## src/rtl/dcm_pkg.sv

```systemverilog
package dcm_pkg;
  localparam int FRAME_W = 32;
  localparam int PAD_W   = 8;
  localparam int CMD_W   = 4;
  localparam int ADDR_W  = 4;
  localparam int DATA_W  = 16;
  localparam logic [CMD_W-1:0] CMD_NOP = 4'hF;

  typedef enum logic [2:0] {
    ST_IDLE,
    ST_LEAD,
    ST_HIGH,
    ST_LOW,
    ST_TRAIL,
    ST_GAP
  } seq_state_t;

  function automatic int max4(input int a, input int b, input int c, input int d);
    int m;
    m = a;
    if (b > m) m = b;
    if (c > m) m = c;
    if (d > m) m = d;
    return m;
  endfunction
endpackage

```

## src/rtl/dcm_frame_builder.sv

```systemverilog
module dcm_frame_builder
  import dcm_pkg::*;
#(
  parameter int N_DEV = 3,
  localparam int STREAM_W = N_DEV * FRAME_W
) (
  input  logic [N_DEV-1:0]        sel,
  input  logic [N_DEV*CMD_W-1:0]  cmd,
  input  logic [N_DEV*ADDR_W-1:0] addr,
  input  logic [N_DEV*DATA_W-1:0] data,
  output logic [STREAM_W-1:0]     stream
);
  // Device g occupies slice g; the highest slice leaves first.
  for (genvar g = 0; g < N_DEV; g++) begin : g_frame
    logic [CMD_W-1:0] eff_cmd;
    assign eff_cmd = sel[g] ? cmd[g*CMD_W +: CMD_W] : CMD_NOP;
    assign stream[g*FRAME_W +: FRAME_W] =
      {{PAD_W{1'b0}}, eff_cmd, addr[g*ADDR_W +: ADDR_W], data[g*DATA_W +: DATA_W]};
  end
endmodule

```

## src/rtl/dcm_seq.sv

```systemverilog
module dcm_seq
  import dcm_pkg::*;
#(
  parameter int N_BITS    = 96,
  parameter int DIV_HALF  = 2,
  parameter int LEAD_CYC  = 2,
  parameter int TRAIL_CYC = 2,
  parameter int GAP_CYC   = 3,
  localparam int CNT_MAX  = max4(DIV_HALF, LEAD_CYC, TRAIL_CYC, GAP_CYC),
  localparam int CNT_W    = $clog2(CNT_MAX + 1),
  localparam int BIT_W    = $clog2(N_BITS + 1)
) (
  input  logic clk,
  input  logic rst_n,
  input  logic start,
  output logic load,
  output logic shift,
  output logic sample,
  output logic busy,
  output logic done,
  output logic sck,
  output logic cs_n
);
  seq_state_t       state;
  logic [CNT_W-1:0] cnt;
  logic [BIT_W-1:0] bitc;

  logic lead_end, half_end, trail_end, gap_end, last_bit;
  assign lead_end  = (cnt == CNT_W'(LEAD_CYC - 1));
  assign half_end  = (cnt == CNT_W'(DIV_HALF - 1));
  assign trail_end = (cnt == CNT_W'(TRAIL_CYC - 1));
  assign gap_end   = (cnt == CNT_W'(GAP_CYC - 1));
  assign last_bit  = (bitc == BIT_W'(N_BITS - 1));

  always_ff @(posedge clk or negedge rst_n) begin
    if (!rst_n) begin
      state <= ST_IDLE;
      cnt   <= '0;
      bitc  <= '0;
      sck   <= 1'b0;
      cs_n  <= 1'b1;
      done  <= 1'b0;
    end else begin
      done <= 1'b0;
      unique case (state)
        ST_IDLE: if (start) begin
          state <= ST_LEAD;
          cnt   <= '0;
          bitc  <= '0;
          cs_n  <= 1'b0;
        end
        ST_LEAD: if (lead_end) begin
          cnt   <= '0;
          sck   <= 1'b1;
          state <= ST_HIGH;
        end else cnt <= cnt + 1'b1;
        ST_HIGH: if (half_end) begin
          cnt  <= '0;
          sck  <= 1'b0;
          bitc <= bitc + 1'b1;
          state <= last_bit ? ST_TRAIL : ST_LOW;
        end else cnt <= cnt + 1'b1;
        ST_LOW: if (half_end) begin
          cnt   <= '0;
          sck   <= 1'b1;
          state <= ST_HIGH;
        end else cnt <= cnt + 1'b1;
        ST_TRAIL: if (trail_end) begin
          cnt   <= '0;
          cs_n  <= 1'b1;
          state <= ST_GAP;
        end else cnt <= cnt + 1'b1;
        ST_GAP: if (gap_end) begin
          cnt   <= '0;
          done  <= 1'b1;
          state <= ST_IDLE;
        end else cnt <= cnt + 1'b1;
        default: state <= ST_IDLE;
      endcase
    end
  end

  assign busy   = (state != ST_IDLE);
  assign load   = (state == ST_IDLE) && start;
  assign sample = ((state == ST_LEAD) && lead_end) || ((state == ST_LOW) && half_end);
  assign shift  = (state == ST_HIGH) && half_end && !last_bit;
endmodule

```

## src/rtl/dcm_shifter.sv

```systemverilog
module dcm_shifter #(
  parameter int W = 96
) (
  input  logic         clk,
  input  logic         rst_n,
  input  logic         load,
  input  logic [W-1:0] load_data,
  input  logic         shift,
  input  logic         sample,
  input  logic         sdo,
  output logic         sdi,
  output logic [W-1:0] rx_data
);
  logic [W-1:0] tx_q;

  always_ff @(posedge clk or negedge rst_n) begin
    if (!rst_n) begin
      tx_q    <= '0;
      rx_data <= '0;
    end else begin
      if (load)       tx_q <= load_data;
      else if (shift) tx_q <= {tx_q[W-2:0], 1'b0};
      if (sample)     rx_data <= {rx_data[W-2:0], sdo};
    end
  end

  assign sdi = tx_q[W-1];
endmodule

```

## src/rtl/dac_chain_master.sv

```systemverilog
module dac_chain_master
  import dcm_pkg::*;
#(
  parameter int N_DEV     = 3,
  parameter int DIV_HALF  = 2,
  parameter int LEAD_CYC  = 2,
  parameter int TRAIL_CYC = 2,
  parameter int GAP_CYC   = 3,
  localparam int STREAM_W = N_DEV * FRAME_W
) (
  input  logic                    clk,
  input  logic                    rst_n,
  input  logic                    req_valid,
  output logic                    req_ready,
  input  logic [N_DEV-1:0]        dev_sel,
  input  logic [N_DEV*CMD_W-1:0]  dev_cmd,
  input  logic [N_DEV*ADDR_W-1:0] dev_addr,
  input  logic [N_DEV*DATA_W-1:0] dev_data,
  output logic                    busy,
  output logic                    done,
  output logic                    rd_valid,
  output logic [STREAM_W-1:0]     rd_frames,
  output logic                    sck,
  output logic                    sdi,
  output logic                    cs_n,
  input  logic                    sdo
);
  logic [STREAM_W-1:0] stream;
  logic load, shift, sample;

  dcm_frame_builder #(.N_DEV(N_DEV)) u_build (
    .sel(dev_sel), .cmd(dev_cmd), .addr(dev_addr), .data(dev_data), .stream(stream)
  );

  dcm_seq #(
    .N_BITS(STREAM_W), .DIV_HALF(DIV_HALF), .LEAD_CYC(LEAD_CYC),
    .TRAIL_CYC(TRAIL_CYC), .GAP_CYC(GAP_CYC)
  ) u_seq (
    .clk(clk), .rst_n(rst_n), .start(req_valid), .load(load), .shift(shift),
    .sample(sample), .busy(busy), .done(done), .sck(sck), .cs_n(cs_n)
  );

  dcm_shifter #(.W(STREAM_W)) u_shift (
    .clk(clk), .rst_n(rst_n), .load(load), .load_data(stream), .shift(shift),
    .sample(sample), .sdo(sdo), .sdi(sdi), .rx_data(rd_frames)
  );

  assign req_ready = !busy;
  assign rd_valid  = done;
endmodule

```

## config.mk

```make
export PLATFORM = sky130hd
export DESIGN_NAME = dac_chain_master
export DESIGN_NICKNAME = d
export VERILOG_FILES = /design/src/rtl/dcm_pkg.sv /design/src/rtl/dcm_frame_builder.sv /design/src/rtl/dcm_seq.sv /design/src/rtl/dcm_shifter.sv /design/src/rtl/dac_chain_master.sv
export SDC_FILE = /design/constraint.sdc
export NUM_CORES = 1
export LEC_CHECK = 0
export ABC_AREA = 1
export BUFFER_PORTS_ARGS = -buffer_cell sky130_fd_sc_hd__clkbuf_2
export CAP_MARGIN = 20
export CORE_MARGIN = 1.5
export CORE_UTILIZATION = 45
export CTS_BUF_LIST = sky130_fd_sc_hd__clkbuf_8 sky130_fd_sc_hd__clkbuf_16
export CTS_CLUSTER_SIZE = 24
export DETAILED_ROUTE_END_ITERATION = 16
export GPL_TIMING_DRIVEN = 0
export PLACE_DENSITY = 0.67
export SLEW_MARGIN = 20
export SYNTH_ARGS = -nofsm -noshare
export SYNTH_HDL_FRONTEND = slang
export SYNTH_SLANG_ARGS = --single-unit
```

## constraint.sdc

```tcl
create_clock -name clk -period 1.93 [get_ports clk]
set_input_delay 0.193 -clock clk [delete_from_list [all_inputs] [get_ports clk]]
set_output_delay 0.193 -clock clk [all_outputs]
set_load 0.05 [all_outputs]
```

---- Yosys cells after proc, flatten, opt, wreduce, memory -nomap -nowiden ----
Cells that the tools add are included.
operators by class
  add/subtract/negate cells ............... 2
  eq/ne operators ......................... 13
  muxes and demuxes ....................... 26
  reductions and logical operators ........ 22
operators with widths
  kind                                                   number
  two-way mux 96 bit                                     2
  two-way mux 3 bit                                      6
  one-hot mux 3 bit (5 select lines)                     1
  two-way mux 7 bit                                      2
  one-hot mux 7 bit (2 select lines)                     1
  two-way mux 4 bit                                      3
  AND reduction 3 bit                                    3
  inequality test 2 x 1 -> 1 bit, second input constant  4
  nonzero test 2 bit                                     4
  adder 7 x 1 -> 7 bit, second input constant            1
  == test 7 bit, second input constant                   1
  == test 3 x 2 -> 1 bit, second input constant          2
  == test 3 bit, second input constant                   2
  two-way mux 2 bit                                      3
  one-hot mux 2 bit (3 select lines)                     1
  nonzero test 3 bit                                     2
  logical AND 1 bit                                      5
  two-way mux 1 bit                                      5
  AND reduction 5 bit                                    1
  one-hot mux 1 bit (2 select lines)                     2
  OR reduction 4 bit                                     1
  == test 3 x 1 -> 1 bit, second input constant          1
  zero test 3 bit                                        1
  adder 2 x 1 -> 2 bit, second input constant            1
  other kinds (7)                                        8
storage, ports and cells
  flip-flop bits (word level) ............. 207
  output and inout bits ................... 103

---- Longest topological paths before layout ----
Gate-level depths: netlist of the first run.
  depth in word-level cells ............... 5
  depth in mapped cells ................... 9
  mapped depth without buffers ............ 8

---- By module ----
A second synthesis of the first run with hierarchy kept.
second synthesis, totals
  cells, all modules ...................... 1,121
  area, all modules ....................... 9,530.4 um^2
by module, submodules not included
  module             instances  cells an instance  area an instance (um^2)  seq. area each (um^2)
  dcm_shifter        1          881                7,880.1                  4,804.6
  dcm_seq            1          129                914.6                    376.6
  dcm_frame_builder  1          109                724.4                    0.0
  dac_chain_master   1          2                  11.3                     0.0

---- Worst setup path before layout of the first run ----
No wires, ideal clock.
  path kind ............................... register -> output
  start point ............................. reg u_seq.state[0]
  end point ............................... out req_ready
  data arrival time ....................... 1.449 ns
  path slack .............................. 0.288 ns
  cell stages (with the launch flop) ...... 4
  path buffers ............................ 0
  cells stage by stage .................... dfrtp_1 > nor2_2 > nand2_1 > inv_1
on the way
  longest elaborated chain between the ends .. 2
ends and longest elaborated chain
  what                    line                    RTL
  start, declared         dcm_seq.sv:24           seq_state_t state;
  start signal, assigned  dcm_seq.sv:61           state <= last_bit ? ST_TRAIL : ST_LOW;
  nonzero test 3 bit      dcm_seq.sv:83           assign busy = (state != ST_IDLE);
  named net busy          dac_chain_master.sv:19  output logic busy,
  zero test 1 bit         dac_chain_master.sv:48  assign req_ready = !busy;
  end, declared           dac_chain_master.sv:14  output logic req_ready,
The timed path passes the listed nets, and every way through them passes these cells.

---- Final worst setup path of the first run ----
  start point ............................. reg u_seq.state[0]
  end point ............................... out req_ready
on the way
  longest elaborated chain between the ends .. 2
ends and longest elaborated chain
  what                line
  nonzero test 3 bit  dcm_seq.sv:83
  zero test 1 bit     dac_chain_master.sv:48
No other way between the ends.

==> run summary, run 1 <==
The critical path ends at req_ready. By area the synthesized netlist is led by sky130_fd_sc_hd__dfrtp_1, sky130_fd_sc_hd__nand2_1, sky130_fd_sc_hd__mux2_2. Summing the sequential cell areas from Yosys gives 56.5% of the chip area. After detailed routing, the number of remaining DRC violations is 0. The number of buffers added on ports is 181.

For the worst setup path, the data required time is 1740 ps. The ratio of cells with drive above 1 in the final layout is 30.7%. The most used flip-flop cell after synthesis is sky130_fd_sc_hd__dfrtp_1. The number of nets in the synthesized netlist came out at 1,063.

The maximum number of pins on one net before global-route repair came out at 92. The final antenna diode count is 0. The area added between synthesis and finish is 29.0%. The critical path capture point type is an output port. The max-capacitance violation count is 0. Counting cells, the worst reg-to-reg path comes to 8.

The synthesized flop and latch total came out at 207. The run finished with clean final reports. The post-detailed-routing wire length is 21.7 mm. The maximum VDD drop is 1.22 mV. The via count of the first global-routing pass came out at 7,467. The initial antenna violation count is 0. The worst hold path belongs to the class in2reg. Tracing the worst setup path back leads to its startpoint at u_seq.state[0]. The number of max-slew violations in the final report came out at 0. The netlist area before placement is 0.00917 mm2. The die area is 0.0212 mm2. The number of clock buffers inserted by TritonCTS is 22. The biggest area contributor in the post-synthesis netlist is sky130_fd_sc_hd__dfrtp_1. The number of placement rows came out at 52. The launch instance of the worst min-delay path is dev_data[29].

sky130_fd_sc_hd__nand2_1 is the most common cell in the netlist. The clock passes through at most 3 buffers. The cell count after synthesis came out at 983. The detailed router placed 7,473 vias in this run. The height of the die is 146 um.

182 I/O pins were placed. The count of different cell masters after synthesis is 26. Global routing used 20.6% of the available tracks across all layers. The worst register-to-register path begins at u_seq.state[2]. Of all nets on the critical path, the largest fanout is 6. The number of DRC markers in iteration 0 is 317. The final net count came out at 1,325. After routing the design area is 0.0118 mm2. The final-report setup violation count came out at 0.

The total grt overflow came out at 0. The endpoint identified for the worst register-to-register timing path is u_shift.tx_q[32]. Clock skew on the completed layout was measured at 12.2 ps. The number of cells on the worst hold path came out at 5. The fraction of registers with async set/reset came out at 100%.

The count of final hold-check violations came out at 0. In this run the static leakage power is 6.66 nW. The mean area per synthesized cell is 9.32 um2. The setup slack of the worst register-to-register path came out at 170 ps. The chip width came out at 146 um. The clock root buffer is sky130_fd_sc_hd__clkbuf_16. The commonest cells after synthesis are sky130_fd_sc_hd__nand2_1, sky130_fd_sc_hd__dfrtp_1, sky130_fd_sc_hd__mux2_2, sky130_fd_sc_hd__nand3_1, sky130_fd_sc_hd__o21ai_0. Derived from the worst setup path, the maximum achievable clock frequency is 551 MHz. The count of antenna-violating nets left after detailed routing is 0. The power density relative to cell area is 1320 mW/mm2.

The count of warnings emitted by yosys came out at 0. The clock sink count came out at 207. The worst setup path is of the reg2out kind. Before antenna repair, the detailed router went through 4 iterations.

The standard cell area after detailed placement is 0.0105 mm2. The worst path needs 1810 ps of the cycle, external delays included. The congestion estimate from routability-driven global placement came to 0.784. After detailed routing, the number of vias per cell comes to 4.89. The initial cell density of the core is 45.6%. STA classifies the critical path startpoint as a flop. The utilization after layout is 58.8%. The worst-margin pin slew is 465 ps.

The TritonCTS clock tree is yes. The worst slew margin relative to its limit came out at 69.0%. The design draws 0.0156 W.

The clock-pin slew of the registers on the worst-case setup and hold paths came out at 60 ps. The share of synthesized area in the top cell type comes to 56.2%. After layout, the worst path uses 94.0% of the clock period. In this run the standard cell core region covers 0.0201 mm2. The HPWL after detailed placement came out at 14.3 mm.

The count of flip-flops with a built-in enable after synthesis came out at 0. The insertion delay to the later sink of the worst-skew pair is 510 ps. The arrival time of the worst setup path is 1620 ps. In this run the number of H-tree levels came out at 1.

In the final routed layout, each cell accounts on average for 14.2 um. The wire length of the first global-routing pass is 36.4 mm.
## stage by stage
stage                     setup WS, ps  TNS [ps]  cells  hold slack [ps]
after floorplan                    288         0    983             -103
after global placement           -3490   -719200   1434              428
after detailed placement         -63.7     -1430   1436              107
after CTS                         8.93         0   1527            0.163
after global routing             -1.24     -1.24   1529             6.51
final                              116         0   1529             6.38
## metal layers
| layer | routed length (um) | global-route usage [%] | vias to the layer above |
|---|---|---|---|
| li1 | - | - | 3673 |
| met1 | 9690 | 28.1 | 3539 |
| met2 | 9930 | 32.9 | 224 |
| met3 | 1520 | 5.02 | 37 |
| met4 | 526 | 6.07 | 0 |
| met5 | 0 | 0 | - |
## placed cells by master (no fill, tap or decap), drive strengths merged
cell,count
a21oi,2
a31oi,1
buf,54
bufinv,4
clkbuf,211
clkinv,7
dfrtp,206
dfstp,1
dlygate4sd3,53
ha,1
inv,43
mux2,94
nand2,417
nand3,90
nand3b,1
nand4,4
nor2,25
nor3,1
o21ai,43
xor2,1
## worst min path at each step
stage                               to  slack (ps)
floorplan                u_seq.bitc[0]        -100
CTS                   u_shift.tx_q[33]         0.2
global placement    u_shift.rx_data[0]         430
detailed placement    u_shift.tx_q[38]         110
global route          u_shift.tx_q[46]           7
finish                u_shift.tx_q[45]           6
## cell families (layout without fill, tap and decap cells)
group	after synthesis	in the layout	synth area share (%)
XOR/XNOR	1	1	0.0956
multiplexers	94	94	11.8
buffers and inverters	96	372	5.01
AO/OA/AOI/OAI	46	46	2.53
flip-flops	207	207	56.5
adder cells (fa/ha/maj)	1	1	0.136
AND/OR/NAND/NOR	538	538	23.9
## worst max-delay path: stages (launching register included)
cell                      delay [ps]
sky130_fd_sc_hd__dfrtp_1         480
sky130_fd_sc_hd__nor2_4          220
sky130_fd_sc_hd__nand2_1         110
sky130_fd_sc_hd__inv_1            60
sky130_fd_sc_hd__buf_2           250
## what timing repair did
| item | 4_1_cts | 5_1_grt |
|---|---|---|
| endpoints found under the hold margin | 167 | 0 |
| resized for setup | 4 | 8 |
| buffers inserted | 0 | 2 |
| setup endpoints to repair | 78 | 83 |
| gates cloned | 0 | 0 |
| hold buffers | 53 | 0 |
## area by class of cell
type | instances | area (um2)
timing repair buffer | 238 | 1520
clock inverter | 13 | 181
tap | 270 | 338
inverter | 41 | 154
buffer | 55 | 313
sequential | 207 | 5180
fill | 1739 | 8280
multi-input combinational | 680 | 3550
clock buffer | 25 | 592
## report_power, final
| group | internal, W | switching [W] | total [W] | leakage [nW] |
|---|---|---|---|---|
| clock | 0.00274 | 0.00171 | 0.00445 | 0.391 |
| combinational | 0.00190 | 0.00361 | 0.00551 | 3.48 |
| sequential | 0.00519 | 0.000490 | 0.00568 | 2.79 |
| total | 0.00983 | 0.00581 | 0.0156 | 6.66 |
## sequential cells by signal (all words and copies together) (netlist names)
signal           cells
u_seq.bitc           7
u_seq.cs_n           1
u_shift.rx_data     96
u_seq.sck            1
u_seq.state          3
u_seq.done           1
u_shift.tx_q        96
u_seq.cnt            2
Note: power is estimated with default switching activity, not from simulation.
==> inputs of run 2 (changes only) <==
--- a/config.mk
+++ b/config.mk
@@ -9,12 +9,12 @@
 export BUFFER_PORTS_ARGS = -buffer_cell sky130_fd_sc_hd__clkbuf_2
 export CAP_MARGIN = 20
 export CORE_MARGIN = 1.5
-export CORE_UTILIZATION = 45
+export CORE_UTILIZATION = 55
 export CTS_BUF_LIST = sky130_fd_sc_hd__clkbuf_8 sky130_fd_sc_hd__clkbuf_16
 export CTS_CLUSTER_SIZE = 24
 export DETAILED_ROUTE_END_ITERATION = 16
 export GPL_TIMING_DRIVEN = 0
-export PLACE_DENSITY = 0.67
+export PLACE_DENSITY = 0.8
 export SLEW_MARGIN = 20
 export SYNTH_ARGS = -nofsm -noshare
 export SYNTH_HDL_FRONTEND = slang
==> run summary, run 2 (synthesis results as in run 1) <==
The power density relative to cell area came out at 1340 mW/mm2 (+1.6%). The share of total power in the clock network was 29.8% (+1.4 points). The worst flop-to-flop path startpoint is u_seq.bitc[0]. The final routed DRC violation total came out at 0 (unchanged). The number of DRC markers in iteration 0 came out at 439 (+38%). The via density per instance came to 5.13 (+5.0%). The iteration count of the initial detailed-routing pass came out at 5 (+1).

The count of antenna-violating nets left after detailed routing came out at 0 (unchanged). The total grt overflow came out at 0 (unchanged). The die area came to 0.0174 mm2 (-18%). The largest registers in the layout are u_shift.rx_data (96), u_shift.tx_q (96), u_seq.bitc (7). The maximum number of pins on one net before global-route repair is 90 (-2.2%). The routability congestion estimate from global placement came out at 0.841 (+7.2%). The slowest stage of the critical path is the sky130_fd_sc_hd__dfrtp_1 cell.

The tree is rooted in a sky130_fd_sc_hd__clkbuf_16. The initial antenna violation count is 0 (unchanged). The routed length per placed instance is 15.1 um (+6.5%). The area added between synthesis and finish came out at 30.5%. The library cell used most frequently in the layout, excluding fill and tap cells, is sky130_fd_sc_hd__nand2_1.

The share of total power consumed by net switching came out at 36.8% (-0.39 points). The initial cell density of the core is 55.9% (+10 points). The number of clock buffers inserted by TritonCTS came out at 24 (+9.1%). The startpoint identified for the worst hold timing path is dev_cmd[6].

The worst slew margin relative to its limit is 67.2% (-1.8 points). The boundary pin count came out at 182 (unchanged). The largest fanout of any net on the critical path came to 6 (unchanged). The tightest min-delay check is of the in2reg type.

The ratio of cells with drive above 1 in the final layout came out at 30.7% (-0.078 points). The library cells used most frequently in the layout, excluding fill and tap cells, are sky130_fd_sc_hd__nand2_1, sky130_fd_sc_hd__dfrtp_1, sky130_fd_sc_hd__clkbuf_2. The number of levels in the clock H-tree is 1 (unchanged). The run finished with clean final reports. The fmax is 553 MHz (+0.36%). The maximum buffer depth of the clock tree came out at 3 (unchanged). The final setup skew came out at 13.1 ps (+0.852 ps).

The clock-pin slew of the registers on the worst-case setup and hold paths is 50 ps (about the same). The total chip power is 0.0161 W (+2.8%). The total leakage power came to 6.74 nW (+1.2%).

The critical path launch point is u_seq.state[0]. The height of the die is 132 um (-9.4%). The clock sink count is 207 (unchanged). The combined global-route utilization of all metal layers came to 25.8% (+5.1 points). The placed instance count is 1,387 (-3.4%). The worst slack at placement is -71.0 ps (-7.25 ps). The internal power of the cells is 0.0102 W (+3.4%). Traced cell by cell, the critical path runs through nor2_4 -> nand2_1 -> inv_1 -> buf_2. The arrival time of the worst setup path came out at 1610 ps (about the same). The final-report setup violation count is 0 (unchanged).

The power dissipated by switching net loads came out at 0.00591 W (+1.7%). The area taken by multi-input logic gates is 0.00355 mm2 (about the same). The TritonCTS clock tree is yes. The max-capacitance violation count came out at 0 (unchanged).

The number of placement rows came to 47 (-9.6%). The shortest period the worst path allows is 1810 ps (-6.56 ps). The final hold slack is 24.6 ps (+18.2 ps). The insertion delay to the later sink of the worst-skew pair is 520 ps (about the same). The final antenna diode count was 0 (unchanged). The wire length of the first global-routing pass came out at 36.8 mm (+1.1%).

The required time at the worst-slack endpoint came out at 1740 ps (about the same). The number of max-slew violations in the final report is 0 (unchanged). The post-route worst setup slack is 122 ps (+6.56 ps). The total core area is 0.0164 mm2 (-18%). The post-detailed-routing wire length was 22.5 mm (+3.9%).

The via count of the first global-routing pass was 7,629 (+2.2%). The count of final hold-check violations is 0 (unchanged). The sequential cell area came out at 0.00518 mm2 (unchanged).

The total of fill cells in the finished design came out at 1,158 (-33%). STA classifies the critical path startpoint as a flop. The chip width is 132 um (-9.4%). The critical path in this run is classified as reg2out.

The stage delay of the slowest cell on the critical path is 480 ps (about the same). The maximum VDD drop was 1.28 mV (+5.1%). The part of the cycle the worst path needs is 93.7% (-0.34 points). The HPWL after detailed placement is 13.9 mm (-2.3%). The worst-margin pin slew is 492 ps (+26.6 ps).

The part of the total power dissipated in combinational logic came out at 34.7% (-0.5 points). The number of buffers added on ports is 181 (unchanged). STA classifies the critical path endpoint as an output port. The total negative setup slack is 0 ps (unchanged). The final net count came out at 1,336 (+0.83%). The number of vias after detailed routing is 7,656 (+2.4%). Setup repair after global routing left no endpoint under its margin. The sequential fraction of design power came out at 35.4% (-0.9 points). The post-layout instance count excluding filler cells came to 1,492 (-2.4%).
[run 2: cell types whose count changed in the layout (fill, tap and decap cells not counted), moves of 2 or more]
| cell | before | now |
|---|---|---|
| sky130_fd_sc_hd__dlygate4sd3_1 | 53 | 63 |
| sky130_fd_sc_hd__clkinv_4 | 2 | 0 |
| sky130_fd_sc_hd__clkbuf_8 | 4 | 6 |
| sky130_fd_sc_hd__clkbuf_16 | 22 | 25 |
[run 2: through the flow]
stage / utilization, % / area, um2
floorplan: - / 9170
global placement: 63.1 / 10300
detailed placement: 63.6 / 10400
CTS: 72.7 / 11900
global route: 72.9 / 12000
finish: 72.9 / 12000
[run 2: layout make-up]
class                   instances  area share (%)
inverters                      41            1.33
repair buffers                248            13.7
flip-flops and latches        207            43.3
plain buffers                  54            2.57
clock buffers                  30            5.81
multi-input cells             680            29.7
clock inverters                12            1.33
well taps                     220            2.30
[run 2: path summary, 6_finish.rpt]
path                                            end  slack [ps]  depth (start not counted)
worst max register to register     u_shift.tx_q[69]         130                          9
min in group asynchronous          u_shift.tx_q[42]         310                          3
worst min-delay path               u_shift.tx_q[54]          20                          3
worst min register to register     u_shift.tx_q[95]         480                          2
worst max-delay path                      req_ready         120                          4
max in group asynchronous       u_shift.rx_data[47]         950                          4
[run 2: power groups by stage]
stage          combinational [W]  sequential (W)  clock, W
6_report                 0.00559         0.00570   0.00479
4_1_cts                  0.00551         0.00568   0.00488
3_5_place_dp             0.00536         0.00574         0
3_3_place_gp             0.00523         0.00571         0
5_1_grt                  0.00617         0.00579   0.00505
2_1_floorplan            0.00352         0.00621         0
[run 2: what timing repair did]
action | CTS | global route
buffers inserted | 0 | 1
pin swaps | 0 | 0
hold endpoints to repair | 148 | 0
gates resized for setup | 4 | 10
setup endpoints to repair | 77 | 83
hold buffers | 63 | 0
[run 2: worst max-delay path: cells and delay by family, from the launching register on]
family,cells,cell delay (ps)
AND/OR/NAND/NOR,2,330
buffers and inverters,2,310
flip-flops,1,480
[run 2: layer usage]
metal	vias to the layer above	GRT usage [%]	routed length, um
li1	3688	-	-
met1	3592	34.0	9680
met2	314	41.3	10300
met3	62	6.42	1790
met4	0	10.1	704
met5	-	0	0
